**src/rtl/cwa_pkg.sv**
```systemverilog
// Package: shared types for the command window slot allocator.
// Assumes nothing beyond IEEE 1800-2017.
package cwa_pkg;
    // Command class selects which count table a request uses
    typedef enum logic {
        CLS_ROW = 1'b0,
        CLS_COL = 1'b1
    } cmd_cls_e;
endpackage

```
**src/rtl/cwa_prune_mask.sv**
```systemverilog
// Module: cwa_prune_mask
// Flags the circular slots whose window has fallen behind the current window.
// Assumes the current window never moves backwards. Slot i holds the unique
// window w in [cur_q, cur_q+N_WIN-1] with w mod N_WIN == i.
module cwa_prune_mask #(
    parameter int WN_W  = 13,
    parameter int N_WIN = 4,
    parameter int IDX_W = $clog2(N_WIN)
) (
    input  logic [WN_W-1:0]  cur_q,
    input  logic [WN_W-1:0]  cur_new,
    output logic [N_WIN-1:0] stale
);
    logic [WN_W-1:0] adv;

    // how many windows the current window moved since last cycle
    assign adv = cur_new - cur_q;

    for (genvar i = 0; i < N_WIN; i++) begin : g_slot
        logic [IDX_W-1:0] off;
        // distance of slot i from the old current window
        assign off      = IDX_W'(i) - cur_q[IDX_W-1:0];
        assign stale[i] = adv > WN_W'(off);
    end
endmodule

```
**src/rtl/cwa_slot_search.sv**
```systemverilog
// Module: cwa_slot_search
// Finds the first slot at or after start_off (counted from the current window)
// whose count is below the limit. Assumes N_WIN is a power of two.
module cwa_slot_search #(
    parameter int N_WIN = 4,
    parameter int IDX_W = $clog2(N_WIN),
    parameter int CNT_W = 4
) (
    input  logic                        clk,
    input  logic                        rst_n,
    input  logic [N_WIN-1:0][CNT_W-1:0] counts,
    input  logic [IDX_W-1:0]            cur_slot,
    input  logic [IDX_W-1:0]            start_off,
    input  logic [CNT_W-1:0]            limit,
    output logic                        found,
    output logic [IDX_W-1:0]            hit_off
);
    // priority scan from the start offset to the end of the span
    always_comb begin
        found   = 1'b0;
        hit_off = '0;
        for (int k = 0; k < N_WIN; k++) begin
            if (!found && IDX_W'(k) >= start_off &&
                counts[IDX_W'(cur_slot + IDX_W'(k))] < limit) begin
                found   = 1'b1;
                hit_off = IDX_W'(k);
            end
        end
    end

    // the scan never picks a window before the requested one
    p_hit_not_before_start_r4: assert property (@(posedge clk) disable iff (!rst_n)
        found |-> hit_off >= start_off);
    // a zero limit leaves no slot with room
    p_zero_limit_no_hit_r10: assert property (@(posedge clk) disable iff (!rst_n)
        limit == '0 |-> !found);
endmodule

```
**src/rtl/cwa_cmd_slot_alloc.sv**
```systemverilog
// Module: cwa_cmd_slot_alloc
// Books row or column commands into fixed time windows under a per-window
// limit. It grants the proposed time, or the start of the first later window
// with room, and releases windows behind now_time. Assumes now_time does not
// decrease and that a stalled request is held until granted.
module cwa_cmd_slot_alloc #(
    parameter int TIME_W   = 16,
    parameter int WIN_LOG2 = 3,
    parameter int N_WIN    = 4,
    parameter int CNT_W    = 4
) (
    input  logic              clk,
    input  logic              rst_n,
    input  logic [TIME_W-1:0] now_time,
    input  logic              req_valid,
    input  logic              req_col,
    input  logic [CNT_W-1:0]  req_limit,
    input  logic [TIME_W-1:0] req_time,
    output logic              busy,
    output logic              grant_valid,
    output logic [TIME_W-1:0] grant_time
);
    import cwa_pkg::*;

    localparam int WN_W  = TIME_W - WIN_LOG2;
    localparam int IDX_W = $clog2(N_WIN);

    logic [WN_W-1:0]  cur_q, cur_new, req_win, req_dist;
    logic [N_WIN-1:0] stale;
    logic             in_span, found, book, deferred;
    logic [IDX_W-1:0] hit_off, hit_slot;
    logic [TIME_W-1:0] grant_nxt;
    cmd_cls_e         cls;
    logic [N_WIN-1:0][CNT_W-1:0] eff_all [2];
    logic [N_WIN-1:0][CNT_W-1:0] sel_cnt;

    // window keys of the current time and of the request
    assign cur_new  = now_time[TIME_W-1:WIN_LOG2];
    assign req_win  = req_time[TIME_W-1:WIN_LOG2];
    assign req_dist = req_win - cur_new;
    assign in_span  = req_dist < WN_W'(N_WIN);
    assign cls      = cmd_cls_e'(req_col);

    cwa_prune_mask #(.WN_W(WN_W), .N_WIN(N_WIN), .IDX_W(IDX_W)) u_prune (
        .cur_q   (cur_q),
        .cur_new (cur_new),
        .stale   (stale)
    );

    // one count table per command class, pruned before the search sees it
    for (genvar c = 0; c < 2; c++) begin : g_cls
        logic [N_WIN-1:0][CNT_W-1:0] cnt_q;
        for (genvar i = 0; i < N_WIN; i++) begin : g_ent
            // released slots read as empty in the same cycle
            assign eff_all[c][i] = stale[i] ? '0 : cnt_q[i];

            // hold, clear or increment this slot's count
            always_ff @(posedge clk) begin
                if (!rst_n)
                    cnt_q[i] <= '0;
                else if (book && cls == cmd_cls_e'(c) && hit_slot == IDX_W'(i))
                    cnt_q[i] <= eff_all[c][i] + CNT_W'(1);
                else
                    cnt_q[i] <= eff_all[c][i];
            end

            // a count only ever steps up by one
            p_count_step_r5: assert property (@(posedge clk) disable iff (!rst_n)
                cnt_q[i] > $past(cnt_q[i]) |-> cnt_q[i] == $past(cnt_q[i]) + CNT_W'(1));
        end
    end

    assign sel_cnt = eff_all[req_col];

    cwa_slot_search #(.N_WIN(N_WIN), .IDX_W(IDX_W), .CNT_W(CNT_W)) u_search (
        .clk       (clk),
        .rst_n     (rst_n),
        .counts    (sel_cnt),
        .cur_slot  (cur_new[IDX_W-1:0]),
        .start_off (req_dist[IDX_W-1:0]),
        .limit     (req_limit),
        .found     (found),
        .hit_off   (hit_off)
    );

    // accept decision and granted time
    assign book      = req_valid && in_span && found;
    assign busy      = req_valid && !book;
    assign hit_slot  = cur_new[IDX_W-1:0] + hit_off;
    assign deferred  = hit_off != req_dist[IDX_W-1:0];
    assign grant_nxt = deferred ? {cur_new + WN_W'(hit_off), {WIN_LOG2{1'b0}}} : req_time;

    // register the grant and track the current window
    always_ff @(posedge clk) begin
        if (!rst_n) begin
            cur_q       <= '0;
            grant_valid <= 1'b0;
            grant_time  <= '0;
        end else begin
            cur_q       <= cur_new;
            grant_valid <= book;
            if (book)
                grant_time <= grant_nxt;
        end
    end

    // a grant is never earlier than the request
    p_grant_not_early_r4: assert property (@(posedge clk) disable iff (!rst_n)
        grant_valid |-> grant_time >= $past(req_time));
    // a moved grant lands on a window start
    p_defer_aligned_r4: assert property (@(posedge clk) disable iff (!rst_n)
        (grant_valid && grant_time != $past(req_time)) |-> grant_time[WIN_LOG2-1:0] == '0);
    // a grant stays inside the table span
    p_grant_in_span_r8: assert property (@(posedge clk) disable iff (!rst_n)
        grant_valid |-> (grant_time[TIME_W-1:WIN_LOG2] - $past(now_time[TIME_W-1:WIN_LOG2]))
                        < WN_W'(N_WIN));
    // a stalled request produces no grant
    p_busy_no_grant_r8: assert property (@(posedge clk) disable iff (!rst_n)
        busy |=> !grant_valid);
    // a zero limit always stalls
    p_zero_limit_busy_r10: assert property (@(posedge clk) disable iff (!rst_n)
        (req_valid && req_limit == '0) |-> busy);
endmodule

```
**config.mk**
```make
export PLATFORM = sky130hd
export DESIGN_NAME = cwa_cmd_slot_alloc
export DESIGN_NICKNAME = d
export VERILOG_FILES = /design/src/rtl/cwa_pkg.sv /design/src/rtl/cwa_prune_mask.sv /design/src/rtl/cwa_slot_search.sv /design/src/rtl/cwa_cmd_slot_alloc.sv
export SDC_FILE = /design/constraint.sdc
export NUM_CORES = 1
export LEC_CHECK = 0
export ABC_AREA = 1
export BUFFER_PORTS_ARGS = -buffer_cell sky130_fd_sc_hd__buf_2
export CAP_MARGIN = 15
export CORE_UTILIZATION = 40
export CTS_CLUSTER_DIAMETER = 40
export DETAILED_ROUTE_END_ITERATION = 6
export PLACE_DENSITY_LB_ADDON = 0.15
export SLEW_MARGIN = 30
export SYNTH_ARGS = -nofsm -noshare
export SYNTH_HDL_FRONTEND = slang
export SYNTH_SLANG_ARGS = --single-unit
export TNS_END_PERCENT = 30
```
**constraint.sdc**
```tcl
create_clock -name clk -period 20.7 [get_ports clk]
set_input_delay 6.21 -clock clk [delete_from_list [all_inputs] [get_ports clk]]
set_output_delay 6.21 -clock clk [all_outputs]
set_load 0.005 [all_outputs]
```
==> flow_summary.json <==
{
  "grt_start_max_net_pins": 63,
  "ys_top_cells_by_area": "dfxtp_1 (22%), nand2_1 (18%), ha_1 (12%), inv_1 (10%), nand3_1 (6.3%)",
  "synth_seq_cells": 62,
  "status": "finished clean",
  "synth_nets": 1046,
  "setup_viol": 0,
  "cp_slowest_cell": "fa_1",
  "hpwlAfterDp_um": 11010,
  "post-route-drc-count": 0,
  "fin_skew_ns": 0.01189,
  "dieWidth_um": 121.2,
  "slew_violations": 0,
  "layout_common_cells": "nand2_1 (280), inv_1 (158), nor2_1 (95)",
  "rows": 43,
  "grt_antenna_before_repair": 0,
  "syn_area_um2": 5688,
  "crit_top_cell": "nand2_1",
  "firstDrtPassIters": 7,
  "min_period_ns": 17.87,
  "die_h_um": 121.2,
  "gr-total-overflow": 0,
  "crit_required_ns": 14.49,
  "drt_iter0_drc": 223,
  "synth_warnings": 0,
  "layout_commonest_cell": "nand2_1",
  "grt_pass1_wl_um": 23920,
  "holdCritPathClass": "reg2reg",
  "finalWirelength_um": 14220,
  "io_buffers": 54,
  "clock_latency_ns": 0.34,
  "relSlewSlack_pct": 56.68,
  "slowest_delay_ns": 0.61,
  "whs_ns": 0.4888,
  "clkTransAtPathRegs_ns": 0.05,
  "cts_tree": "done",
  "period_share_pct": 86.33,
  "clockBufferDepth": 2,
  "worstPathArrival_ns": 11.66,
  "crit_family": "simple AND/OR/NAND/NOR gates",
  "vias": 5504,
  "maxCapViolations": 0,
  "setup_tns_ns": 0,
  "leakagePower_nw": 3.615,
  "cts_setup_buffers": 0,
  "fp.dieArea_um2": 14700,
  "n_antenna_cell": 0,
  "critPathBufInv": 8,
  "avgSynthCellArea_um2": 5.987,
  "io_pins": 58,
  "end_kind": "primary output",
  "rsz0062_at_grt": "false",
  "synth_cell_type_count": 39,
  "drive_gt1_share_pct": 10.44,
  "core_um2": 13880,
  "yosysSeqAreaShare_pct": 21.82,
  "routed_via_density": 4.680,
  "fillers": 1513,
  "hold_viol_final": 0,
  "max-vdd-ir-drop_mv": 0.03832,
  "max_slew.worst_pin.slew_ns": 0.6498,
  "synth_top_area_cell": "dfxtp_1",
  "criticalPathCategory": "in2out",
  "clock-sinks": 62,
  "avgRoutedWirePerCell_um": 12.09,
  "first_global_vias": 4888,
  "final_nets": 1090,
  "start_util_pct": 40.98,
  "cts_hold_buf": 0,
  "cts_root_buffer": "clkbuf_16",
  "antenna_left": 0,
  "area_delta_synth_final_pct": 11.44,
  "yosysTopAreaCellShare_pct": 21.82,
  "cts_resized": 0,
  "cp_max_fo": 33,
  "grt_use_total_pct": 20.73,
  "utilization_pct": 45.66,
  "max_freq_ghz": 0.05596,
  "cellPowerDensity_nw_per_um2": 60.59,
  "numCtsBuffers": 9,
  "place.gp.congestion": 0.8125,
  "h-tree-depth": 3,
  "startpoint_type": "input port",
  "synthCells": 950
}
[worst reg2reg max path, delay by kind of cell (launching register included)]
family          cells  cell delay [ns]
simple gates       24             3.05
compound gates      6             1.03
xor+xnor            1             0.15
buf+inv             5             0.38
flops               1             0.36
fa+ha+maj           4             1.01
[state kept, by name (all words and copies together) (netlist names)]
signal and flops:
g_cls.cnt_q 32, grant_time 16, cur_q 13, grant_valid 1
[synthesized netlist by cell type (all sizes together)]
master	count
a211oi	1
a2111oi	2
a21oi	46
xor2	17
a21boi	1
buf	11
o21ai	66
o2111ai	1
or2	2
fa	3
inv	164
nand3b	3
clkinv	3
a211o	1
ha	53
nand2	296
nand4	7
nor3b	2
nor3	10
nor2	99
xnor2	3
dfxtp	62
o21bai	6
a221oi	1
and2	1
o211ai	1
nand3	77
clkbuf	11
[final cells by class]
cell class                      instances  area, um2  area share, %
Inverter                              167      626.9          9.889
Clock buffer                           11      252.7          3.987
Multi-Input combinational cell        699       3705          58.45
Clock inverter                          2      10.01         0.1579
Tap cell                              180      225.2          3.553
Timing Repair Buffer                   55      277.8          4.382
Sequential cell                        62       1241          19.58
[report_power, final]
group | internal, W | switching [W] | leakage [nW]
Clock | 0.0000850 | 0.0000539 | 0.133
Combinational | 0.0000408 | 0.0000829 | 2.98
Sequential | 0.000121 | 0.000000635 | 0.503
[worst paths after layout]
kind / startpoint / end / slack [ns] / cells after the start
setup reg to reg: cur_q[0] / grant_time[15] / 14.67 / 40
setup / recovery: now_time[4] / busy / 2.83 / 30
hold reg to reg: g_cls[0].cnt_q[5] / g_cls[0].cnt_q[5] / 0.49 / 2
hold / removal: g_cls[0].cnt_q[5] / g_cls[0].cnt_q[5] / 0.49 / 2
[metrics by stage]
step / total power (W) / instances / setup slack [ns] / cell area, um2
floorplan: 0.0002223 / 950 / 4.322 / 5688
global placement: 0.0002464 / 1163 / 2.871 / 6076
detailed placement: 0.0002470 / 1163 / 2.860 / 6076
CTS: 0.0003875 / 1176 / 2.831 / 6339
global route: 0.0004104 / 1176 / 2.240 / 6339
finish: 0.0003840 / 1176 / 2.831 / 6339
[kinds of logic after synthesis]
family,after synthesis,synth area share (%)
xor gates and xnor gates,20,3.080
and+or+nand+nor,497,37.33
AOI/OAI and AO/OA,126,12.01
DFF,62,21.82
buffers and inverters,189,13.04
adders and majority gates,56,12.71
[layer usage]
metal | track usage, % | up-vias | wire, um
li1 | - | 3063 | -
met1 | 31.45 | 2358 | 7850
met2 | 29.71 | 72 | 5733
met3 | 2.397 | 11 | 432
met4 | 7.176 | 0 | 203
met5 | 0 | - | 0
(Power assumes the default switching activity.)
